--- config.mk ---
export PLATFORM = sky130hd
export DESIGN_NAME = rtc_win
export DESIGN_NICKNAME = d
export VERILOG_FILES = /design/src/rtl/rtc_win.sv
export SDC_FILE = /design/constraint.sdc
export NUM_CORES = 1
export LEC_CHECK = 0
export ABC_AREA = 0
export BUFFER_PORTS_ARGS = -buffer_cell sky130_fd_sc_hd__buf_2
export CAP_MARGIN = 15
export CORE_MARGIN = 4
export CORE_UTILIZATION = 48
export CTS_CLUSTER_SIZE = 20
export DETAILED_ROUTE_END_ITERATION = 8
export MAX_ROUTING_LAYER = met4
export PLACE_DENSITY = 0.81
export SLEW_MARGIN = 30
export SYNTH_ARGS = -nofsm -noshare
export SYNTH_HDL_FRONTEND = slang
export SYNTH_SLANG_ARGS = --single-unit
--- constraint.sdc ---
create_clock -name clk_i -period 2.8 [get_ports clk_i]
set_input_delay 0.56 -clock clk_i [delete_from_list [all_inputs] [get_ports clk_i]]
set_output_delay 0.56 -clock clk_i [all_outputs]
set_load 0.02 [all_outputs]
--- src/rtl/rtc_win.sv ---
module rtc_win #(
  parameter int CW = 8
) (
  input  logic          clk_i,
  input  logic          rst_ni,
  input  logic          clr_i,
  input  logic          en_i,
  input  logic [CW-1:0] win_i,
  output logic [CW-1:0] cnt_o,
  output logic          last_o
);
  logic [CW:0] cnt_p1;
  assign cnt_p1 = {1'b0, cnt_o} + {{CW{1'b0}}, 1'b1};
  assign last_o = en_i && (cnt_p1 == {1'b0, win_i});

  always_ff @(posedge clk_i or negedge rst_ni) begin
    if (!rst_ni)   cnt_o <= '0;
    else if (clr_i) cnt_o <= '0;
    else if (en_i && !last_o) cnt_o <= cnt_p1[CW-1:0];
  end
endmodule

==> impl_metrics.py, run 1 <==
metrics = {
    "status": {
        "status": "finished clean",
    },
    "power": {
        "power.density_nw_per_um2": 358,
        "p_leak_nw": 0.330,
        "peakVddDrop_mv": 0.271,
    },
    "min_path": {
        "hold_path_class": "input port to asynchronous set/reset pin",
    },
    "logic_synthesis": {
        "synth_xor_xnor_area_share_pct": 11.8,
        "muxShareOfSynthArea_pct": 1.50,
        "synthAdderAreaFrac_pct": 1.87,
        "synth-edff-count": 0,
        "async_flop_share_pct": 100,
        "synthFlopType": "dfrtp_1",
        "synth_nets": 86,
        "ys_ff_latch": 8,
        "synth_top_family_by_area": "simple AND/OR/NAND/NOR gates",
        "syn_area_sq_um": 668,
        "ys_seq_area_share_pct": 30.0,
        "yosys.area_share.simple_pct": 24.3,
        "ys_types": 34,
        "synth_compound_area_share_pct": 22.3,
        "ys.warnings.count": 0,
        "syn_inst": 73,
        "syn_avg_cell_area_sq_um": 9.15,
    },
    "placement": {
        "placed_cell_area_sq_um": 747,
        "dp_hpwl_microns": 1200,
        "placed_cells": 104,
        "portBuffers": 20,
        "place_congestion": 0.814,
    },
    "clock_tree": {
        "cts_setup_buffers": 0,
        "clk_pin_slew_ns": 0.07,
        "cts-resized-gates": 1,
        "clockBufferDepth": 2,
        "clk_latency_ns": 0.27,
        "numCtsBuffers": 3,
        "cts_tree": "yes",
        "ctsHoldBuffers": 0,
        "cts_sinks": 8,
        "ctsRootBufferMaster": "clkbuf_4",
        "htreeDepth": 1,
    },
    "global_routing": {
        "grt_use_met2_pct": 32.5,
        "grt_use_met1_pct": 19.4,
        "use_met3_pct": 2.39,
        "top_usage_layer": "met2",
        "grt_pass1_wl_microns": 2610,
        "grt_pass1_vias": 611,
        "grt_usage_pct": 18.2,
        "antenna_found_initial": 0,
        "grt_max_degree": 15,
        "grt-ovfl-total": 0,
    },
    "critical_path": {
        "path_class": "flop to primary output",
        "critPathArrivalTime_ns": 2.11,
        "endpoint_kind": "primary output",
        "crit_fanout": 7,
        "worstSetupStartpointType": "flop",
        "cp_data_required_time_ns": 2.24,
    },
    "layout": {
        "multi_input_area_sq_um": 425,
        "seq_area_sq_um": 201,
        "fillerInstances": 132,
        "fin_nets": 107,
        "n_antenna_cell": 0,
        "largest-register": "cnt_o",
        "largest_register_ffs": 8,
        "syn_to_final_growth_pct": 17.2,
        "top_regs": "cnt_o: 8 flops",
        "drive_above_1_share_pct": 32.6,
        "final_area_sq_um": 783,
        "stdcell_count": 107,
    },
    "sta": {
        "finalHoldViolCount": 0,
        "finClkSkew_ns": 0.00878,
        "drv_slew": 0,
        "setup_viol": 0,
        "fmax_mhz": 375,
        "relSlewSlack_pct": 75.6,
        "period_needed_ns": 2.67,
        "setup_tns_ns": 0,
        "fin_crit_sh_pct": 95.2,
        "rsz0062_at_grt": "no",
        "worst_slew_pin_slew_ns": 0.367,
    },
    "floorplan": {
        "die-area_sq_um": 2050,
        "die_height_microns": 45.3,
        "io_pins": 21,
        "start_util_pct": 51.3,
        "die_w_microns": 45.3,
        "coreArea_sq_um": 1300,
        "std_cell_rows": 13,
    },
    "route": {
        "dr_total_vias": 649,
        "ant_nets": 0,
        "wire_per_inst_microns": 14.7,
        "drc_errors": 0,
        "drt_iter0_markers": 4,
        "dr.pass1.iters": 4,
        "via_per_inst": 6.07,
        "wl_microns": 1580,
    },
    "job": {
        "cap_viol_max_count": 0,
    },
}
path summary, 6_finish.rpt:
check | from | cells past startpoint | slack, ns | end
worst max-delay path | cnt_o[0] | 7 | 0.13 | last_o
worst min-delay path | rst_ni | 1 | 0.12 | cnt_o[2]
worst max register to register | cnt_o[2] | 7 | 0.51 | cnt_o[7]
worst min register to register | cnt_o[7] | 2 | 0.59 | cnt_o[7]
max in group asynchronous | rst_ni | 1 | 2.49 | cnt_o[0]
min in group clk_i | clr_i | 2 | 0.56 | cnt_o[3]
per-layer routing:
| layer | share of wire (%) | vias to the layer above |
|---|---|---|
| li1 | - | 317 |
| met1 | 42 | 313 |
| met2 | 53 | 15 |
| met3 | 3.5 | 4 |
| met4 | 1.5 | 0 |
| met5 | 0 | - |
power breakdown:
group	total [mW]	switching [mW]	internal (mW)	leakage, nW
clock	0.0987	0.0491	0.0496	0.0138
sequential	0.126	0.00671	0.119	0.109
combinational	0.0559	0.0304	0.0255	0.207
synth_stat cells, types with 2 or more instances:
library cell	n	area share [%]
dfrtp_1	8	30
or4_1	2	2.2
xnor2_1	4	5.2
and2_1	2	1.9
a21oi_1	8	6.0
and3_1	2	1.9
buf_4	2	2.2
or3_1	5	4.7
buf_6	2	3.4
nor2_1	2	1.1
o211ai_1	2	2.2
xor2_1	5	6.6
inv_1	2	1.1
o21ai_0	5	3.7
nand3_1	3	2.2
layout by cell type, fill, tap and decap left out, drive strengths merged:
cell type and n:
xnor2 4, o211ai 2, nor2 2, nand4bb 1, buf 21, nand3b 1
nand4 1, dfrtp 8, a221oi 1, o41ai 1, or4 2, nand2 1
inv 2, and2 2, nor4 1, nand3 4, ha 1, a31oi 1
nor3 1, a21oi 8, a22oi 1, xor2 5, nand4b 1, mux2i 1
o21bai 1, o2111ai 1, clkbuf 3, and4 1, or3 5, o31ai 1
and3 2, o21ai 5
cells by family (layout without fill, tap and decap cells):
kind of cell | Yosys count | count (layout)
simple gates | 25 | 25
compound gates | 22 | 22
xor+xnor | 9 | 9
flops | 8 | 8
buf+inv | 7 | 26
fa+ha+maj | 1 | 1
mux | 1 | 1
through the flow:
stage / setup WS [ns] / total power [mW] / util (%) / hold slack (ns)
6_report: 0.134 / 0.280 / 60.2 / 0.118
5_1_grt: 0.0180 / 0.294 / 60.2 / 0.129
4_1_cts: 0.0378 / 0.276 / 59.3 / 0.128
3_5_place_dp: 0.273 / 0.179 / 57.4 / 0.415
3_3_place_gp: 0.375 / 0.178 / 57.4 / 0.411
2_1_floorplan: 0.355 / 0.161 / - / 0.264
final cells by class:
type | instances | share of cell area [%]
inverters | 2 | 0.958
clock buffers | 3 | 2.88
well taps | 15 | 2.40
repair buffers | 21 | 13.7
multi-input cells | 58 | 54.3
flip-flops and latches | 8 | 25.7
critical path: stages (launching register included):
cell and delay, ns:
dfrtp_2 0.46, ha_4 0.20, and3_1 0.21, a31oi_1 0.20, o2111ai_2 0.17, nor4_1 0.29
and2_1 0.16, buf_2 0.16
Note: power is estimated with default switching activity, not from simulation.
==> inputs of run 2 (changes only) <==
ABC_AREA = 1   (was 0)
CORE_UTILIZATION = 51   (was 48)
PLACE_DENSITY = 0.82   (was 0.81)
==> impl_metrics.py, run 2 <==
metrics = {
    "global_routing": {
        "grt_pass1_vias": 707,
        "grt_usage_pct": 19.0,
        "grt_pass1_wl_microns": 2960,
        "grt_max_degree": 17,
        "antenna_found_initial": 0,
        "grt-ovfl-total": 0,
    },
    "logic_synthesis": {
        "ys_ff_latch": 8,
        "yosysMostFrequentCell": "nand2_1",
        "ys.warnings.count": 0,
        "ys_seq_area_share_pct": 24.8,
        "synth_area_leaders": "dfrtp_1, nand2_1, nand3_2",
        "yosys-top-cells-count": "nand2_1, nand3_1, inv_1",
        "synth_top_area_share_pct": 24.8,
        "syn_avg_cell_area_sq_um": 7.09,
        "synthFlopType": "dfrtp_1",
        "synth_nets": 127,
        "ys_types": 22,
        "async_flop_share_pct": 100,
        "synth_area_leader_cell": "dfrtp_1",
        "synth-edff-count": 0,
        "syn_inst": 114,
        "syn_area_sq_um": 808,
    },
    "layout": {
        "drive_above_1_share_pct": 34.3,
        "top_regs": "cnt_o: 8 flops",
        "syn_to_final_growth_pct": 17.8,
        "final_area_sq_um": 952,
        "fin_nets": 152,
        "fillerInstances": 147,
        "stdcell_count": 153,
        "mostFrequentLayoutCell": "nand2_1",
        "final_cell_mix": "nand2_1, buf_2, nand3_1",
        "final_util_pct": 63.2,
        "largest_register_ffs": 8,
        "n_antenna_cell": 0,
        "largest-register": "cnt_o",
    },
    "job": {
        "cap_viol_max_count": 0,
    },
    "sta": {
        "worst_slew_pin_slew_ns": 0.484,
        "fmax_mhz": 403,
        "drv_slew": 0,
        "fin_crit_sh_pct": 88.5,
        "setup_viol": 0,
        "period_needed_ns": 2.48,
        "finClkSkew_ns": 0.00148,
        "relSlewSlack_pct": 67.7,
        "finalHoldViolCount": 0,
        "rsz0062_at_grt": "no",
        "setup_tns_ns": 0,
    },
    "critical_path": {
        "critical_path.cell_chain": "ha_1, nand2_1, inv_1, nor2_1, nand2_1, nand2_1, nand3_1, nor2_2, nand3_4, nor2_1, buf_2",
        "path_class": "flop to primary output",
        "reg2reg_to": "cnt_o[2]",
        "critPathArrivalTime_ns": 1.92,
        "endpoint_kind": "primary output",
        "critPathSlowestCell": "dfrtp_2",
        "reg2reg_depth": 13,
        "r2r_start": "cnt_o[0]",
        "critPathMaxStageDelay_ns": 0.45,
        "worst_path_most_repeated_cell": "nand2_1",
        "rrSetupSlack_ns": 0.88,
        "worstSetupStartpointType": "flop",
        "crit_fanout": 7,
        "cp_data_required_time_ns": 2.24,
    },
    "route": {
        "via_per_inst": 5.37,
        "wire_per_inst_microns": 11.9,
        "drc_errors": 0,
        "dr_total_vias": 821,
        "dr.pass1.iters": 4,
        "drt_iter0_markers": 11,
        "wl_microns": 1820,
        "ant_nets": 0,
    },
    "min_path": {
        "hold_path_class": "input port to asynchronous set/reset pin",
    },
    "placement": {
        "placed_cell_area_sq_um": 913,
        "portBuffers": 20,
        "place_congestion": 0.867,
        "dp_hpwl_microns": 1510,
        "placed_cells": 148,
    },
    "clock_tree": {
        "clk_pin_slew_ns": 0.05,
        "numCtsBuffers": 3,
        "ctsRootBufferMaster": "clkbuf_4",
        "htreeDepth": 1,
        "clk_latency_ns": 0.25,
        "cts_tree": "yes",
        "clockBufferDepth": 2,
        "ctsHoldBuffers": 0,
        "cts_sinks": 8,
    },
    "floorplan": {
        "start_util_pct": 53.7,
        "die_w_microns": 47.8,
        "std_cell_rows": 14,
        "coreArea_sq_um": 1510,
        "die_height_microns": 47.8,
        "io_pins": 21,
        "die-area_sq_um": 2290,
    },
    "power": {
        "power_switching_mw": 0.0726,
        "power.density_nw_per_um2": 273,
        "power_frac_seq_pct": 47.5,
        "cellInternalPower_mw": 0.187,
        "switching_share_pct": 27.9,
        "pwr-share-comb_pct": 20.5,
        "p_clk_share_pct": 31.9,
        "power.total_mw": 0.260,
        "p_leak_nw": 0.562,
        "peakVddDrop_mv": 0.264,
    },
    "status": {
        "status": "finished clean",
    },
}
## run 2: cell count changes in the layout (fill, tap and decap cells not counted), sizes merged, moves of 8 or more
cell   change
a21oi      -8
inv       +14
nand2     +38
nand3     +20
nand4      +8
nor2       +8
## run 2: metrics by stage
| stage | setup slack [ns] | hold WS, ns |
|---|---|---|
| finish | 0.321 | 0.144 |
| global route | 0.0883 | 0.147 |
| CTS | 0.172 | 0.141 |
| detailed placement | 0.460 | 0.413 |
| global placement | 0.487 | 0.406 |
| floorplan | 0.423 | 0.264 |
## run 2: worst max-delay path: cells and delay by family (launching register included)
family | cells | cell delay [ns]
buffers and inverters | 2 | 0.23
adder cells (fa/ha/maj) | 1 | 0.24
AND/OR/NAND/NOR | 8 | 0.73
flip-flops | 1 | 0.45
## run 2: worst max-delay path by stage
stage / start / endpoint / slack [ns] / cells past startpoint
finish: cnt_o[0] / last_o / 0.32 / 11
detailed placement: cnt_o[0] / last_o / 0.46 / 11
global route: cnt_o[0] / last_o / 0.09 / 11
global placement: cnt_o[0] / last_o / 0.49 / 11
floorplan: cnt_o[0] / last_o / 0.42 / 11
CTS: cnt_o[0] / last_o / 0.17 / 11
## run 2: power groups by stage
| stage | registers (mW) | logic (mW) | clock network [mW] |
|---|---|---|---|
| 3_3_place_gp | 0.125 | 0.0525 | 0 |
| 6_report | 0.124 | 0.0534 | 0.0830 |
| 2_1_floorplan | 0.128 | 0.0335 | 0 |
| 4_1_cts | 0.123 | 0.0538 | 0.0894 |
| 3_5_place_dp | 0.125 | 0.0537 | 0 |
| 5_1_grt | 0.124 | 0.0592 | 0.0957 |
## run 2: per-layer routing
layer | global-route usage [%] | part of all wire [%]
met1 | 25.2 | 45
met3 | 1.88 | 5.7
met4 | 8.60 | 0.44
met2 | 28.8 | 49
met5 | - | 0
## run 2: what timing repair did
action                     CTS  global route
setup endpoints to repair    0             1
setup buffers                0             2
gates resized for setup      0             1
## run 2: final cells by class
| cell class | count | area (sq um) | area share, % |
|---|---|---|---|
| timing repair buffer | 22 | 115 | 12.1 |
| multi-input combinational | 88 | 533 | 56.0 |
| clock buffer | 3 | 22.5 | 2.37 |
| inverter | 16 | 60.1 | 6.31 |
| tap | 16 | 20.0 | 2.10 |
| sequential | 8 | 201 | 21.2 |
## run 2: kinds of logic (layout without fill, tap and decap cells)
logic type,count (synthesis),in the layout,share of synthesized area (%)
buffers and inverters,18,41,9.29
AO/OA/AOI/OAI,3,3,2.79
adder cells (fa/ha/maj),1,1,1.55
AND/OR/NAND/NOR,82,82,59.4
XOR/XNOR,2,2,2.17
flip-flops,8,8,24.8
==> inputs of run 3 (changes only) <==
SKIP_CTS_REPAIR_TIMING = 1   (was not set)
clock period = 2.68 ns   (was 2.8 ns; I/O delays follow)
==> impl_metrics.py, run 3 (same netlist as run 2, synthesis figures left out) <==
metrics = {
    "status": {
        "status": "finished clean",
    },
    "critical_path": {
        "crit_fanout": 7,
        "cp-startpoint": "cnt_o[0]",
        "worstSetupStartpointType": "flop",
        "rrSetupSlack_ns": 0.73,
        "r2r_start": "cnt_o[0]",
        "endpoint": "last_o",
        "endpoint_kind": "primary output",
        "reg2reg_to": "cnt_o[0]",
        "path_class": "flop to primary output",
        "cp_data_required_time_ns": 2.14,
        "critPathArrivalTime_ns": 1.94,
        "reg2reg_depth": 13,
    },
    "placement": {
        "place_congestion": 0.877,
        "portBuffers": 20,
        "dp_slack_ns": 0.347,
        "placed_cells": 148,
        "dp_hpwl_microns": 1540,
        "placed_cell_area_sq_um": 913,
    },
    "global_routing": {
        "grt_use_met2_pct": 30.1,
        "grt-ovfl-total": 0,
        "grt_max_degree": 17,
        "antenna_found_initial": 0,
        "top_usage_layer": "met2",
        "grt_use_met1_pct": 23.6,
        "grt_pass1_wl_microns": 2930,
        "grt_usage_pct": 19.2,
        "grt_pass1_vias": 721,
        "use_met3_pct": 3.38,
    },
    "power": {
        "p_leak_nw": 0.556,
        "peakVddDrop_mv": 0.248,
        "power.density_nw_per_um2": 290,
    },
    "floorplan": {
        "io_pins": 21,
        "die_height_microns": 47.8,
        "die-area_sq_um": 2290,
        "std_cell_rows": 14,
        "die_w_microns": 47.8,
        "coreArea_sq_um": 1510,
        "start_util_pct": 53.7,
    },
    "sta": {
        "worst_slew_pin_slew_ns": 0.490,
        "timing.final.ws_setup_ns": 0.200,
        "relSlewSlack_pct": 67.3,
        "setup_tns_ns": 0,
        "finClkSkew_ns": 0.00582,
        "rsz0062_at_grt": "no",
        "period_needed_ns": 2.48,
        "fmax_mhz": 403,
        "fin_crit_sh_pct": 92.5,
        "finalHoldViolCount": 0,
        "setup_viol": 0,
        "drv_slew": 0,
    },
    "route": {
        "via_per_inst": 5.36,
        "dr_total_vias": 815,
        "wire_per_inst_microns": 12.3,
        "ant_nets": 0,
        "wl_microns": 1870,
        "drc_errors": 0,
        "drt_iter0_markers": 14,
        "dr.pass1.iters": 4,
    },
    "layout": {
        "stdcell_count": 152,
        "fillerInstances": 142,
        "final_cell_mix": "nand2_1, buf_2, nand3_1",
        "n_antenna_cell": 0,
        "fin_nets": 151,
        "multi_input_area_sq_um": 533,
        "drive_above_1_share_pct": 34.6,
        "seq_area_sq_um": 203,
        "top_regs": "cnt_o: 8 flops",
        "mostFrequentLayoutCell": "nand2_1",
        "final_area_sq_um": 946,
        "largest_register_ffs": 8,
        "syn_to_final_growth_pct": 17.0,
        "largest-register": "cnt_o",
    },
    "clock_tree": {
        "numCtsBuffers": 3,
        "cts_tree": "yes",
        "ctsRootBufferMaster": "clkbuf_4",
        "htreeDepth": 1,
        "clk_latency_ns": 0.25,
        "clk_pin_slew_ns": 0.05,
        "cts_sinks": 8,
        "clockBufferDepth": 2,
    },
    "job": {
        "cap_viol_max_count": 0,
    },
    "min_path": {
        "hold_path_class": "input port to asynchronous set/reset pin",
    },
}
==> run 3: changes by cell type in the layout (fill, tap and decap cells not counted), sizes merged <==
cell | previous run | this run
buf | 22 | 21
==> run 3: worst max-delay path, cell delays in order (launching register included) <==
cell and delay, ns:
dfrtp_2 0.45, ha_1 0.24, nand2_1 0.07, inv_1 0.08, nor2_1 0.16, nand2_1 0.07
nand2_1 0.07, nand3_1 0.08, nor2_2 0.14, nand3_4 0.09, nor2_1 0.08, buf_2 0.16
==> run 3: routing by layer <==
| metal | wire, microns | vias up |
|---|---|---|
| met5 | 0 | - |
| met4 | 31 | 0 |
| met3 | 111 | 6 |
| met2 | 926 | 24 |
| met1 | 800 | 362 |
| li1 | - | 423 |
==> run 3: where the power goes <==
group | switching (mW) | internal [mW]
combinational | 0.0351 | 0.0210
clock | 0.0380 | 0.0510
sequential | 0.00500 | 0.124
total | 0.0781 | 0.196
==> run 3: final cells by class <==
cell class | instances | share of cell area [%]
tap | 16 | 2.12
timing repair buffer | 21 | 11.4
inverter | 16 | 6.35
clock buffer | 3 | 2.38
sequential | 8 | 21.4
multi-input combinational | 88 | 56.3
==> run 3: how the worst min path moves through the flow <==
| stage | endpoint | slack [ns] | cells after the start | from |
|---|---|---|---|---|
| 2_1_floorplan | cnt_o[0] | 0.24 | 0 | rst_ni |
| 3_3_place_gp | cnt_o[6] | 0.38 | 1 | rst_ni |
| 3_5_place_dp | cnt_o[6] | 0.38 | 1 | rst_ni |
| 4_1_cts | cnt_o[6] | 0.11 | 1 | rst_ni |
| 5_1_grt | cnt_o[7] | 0.11 | 1 | rst_ni |
| 6_report | cnt_o[7] | 0.11 | 1 | rst_ni |
==> run 3: through the flow <==
step,total power [mW],hold WS (ns),utilization (%)
after floorplan,0.168,0.240,-
after global placement,0.185,0.382,60.6
after detailed placement,0.186,0.384,60.6
after CTS,0.278,0.110,62.1
after global routing,0.291,0.113,62.8
final,0.274,0.108,62.8
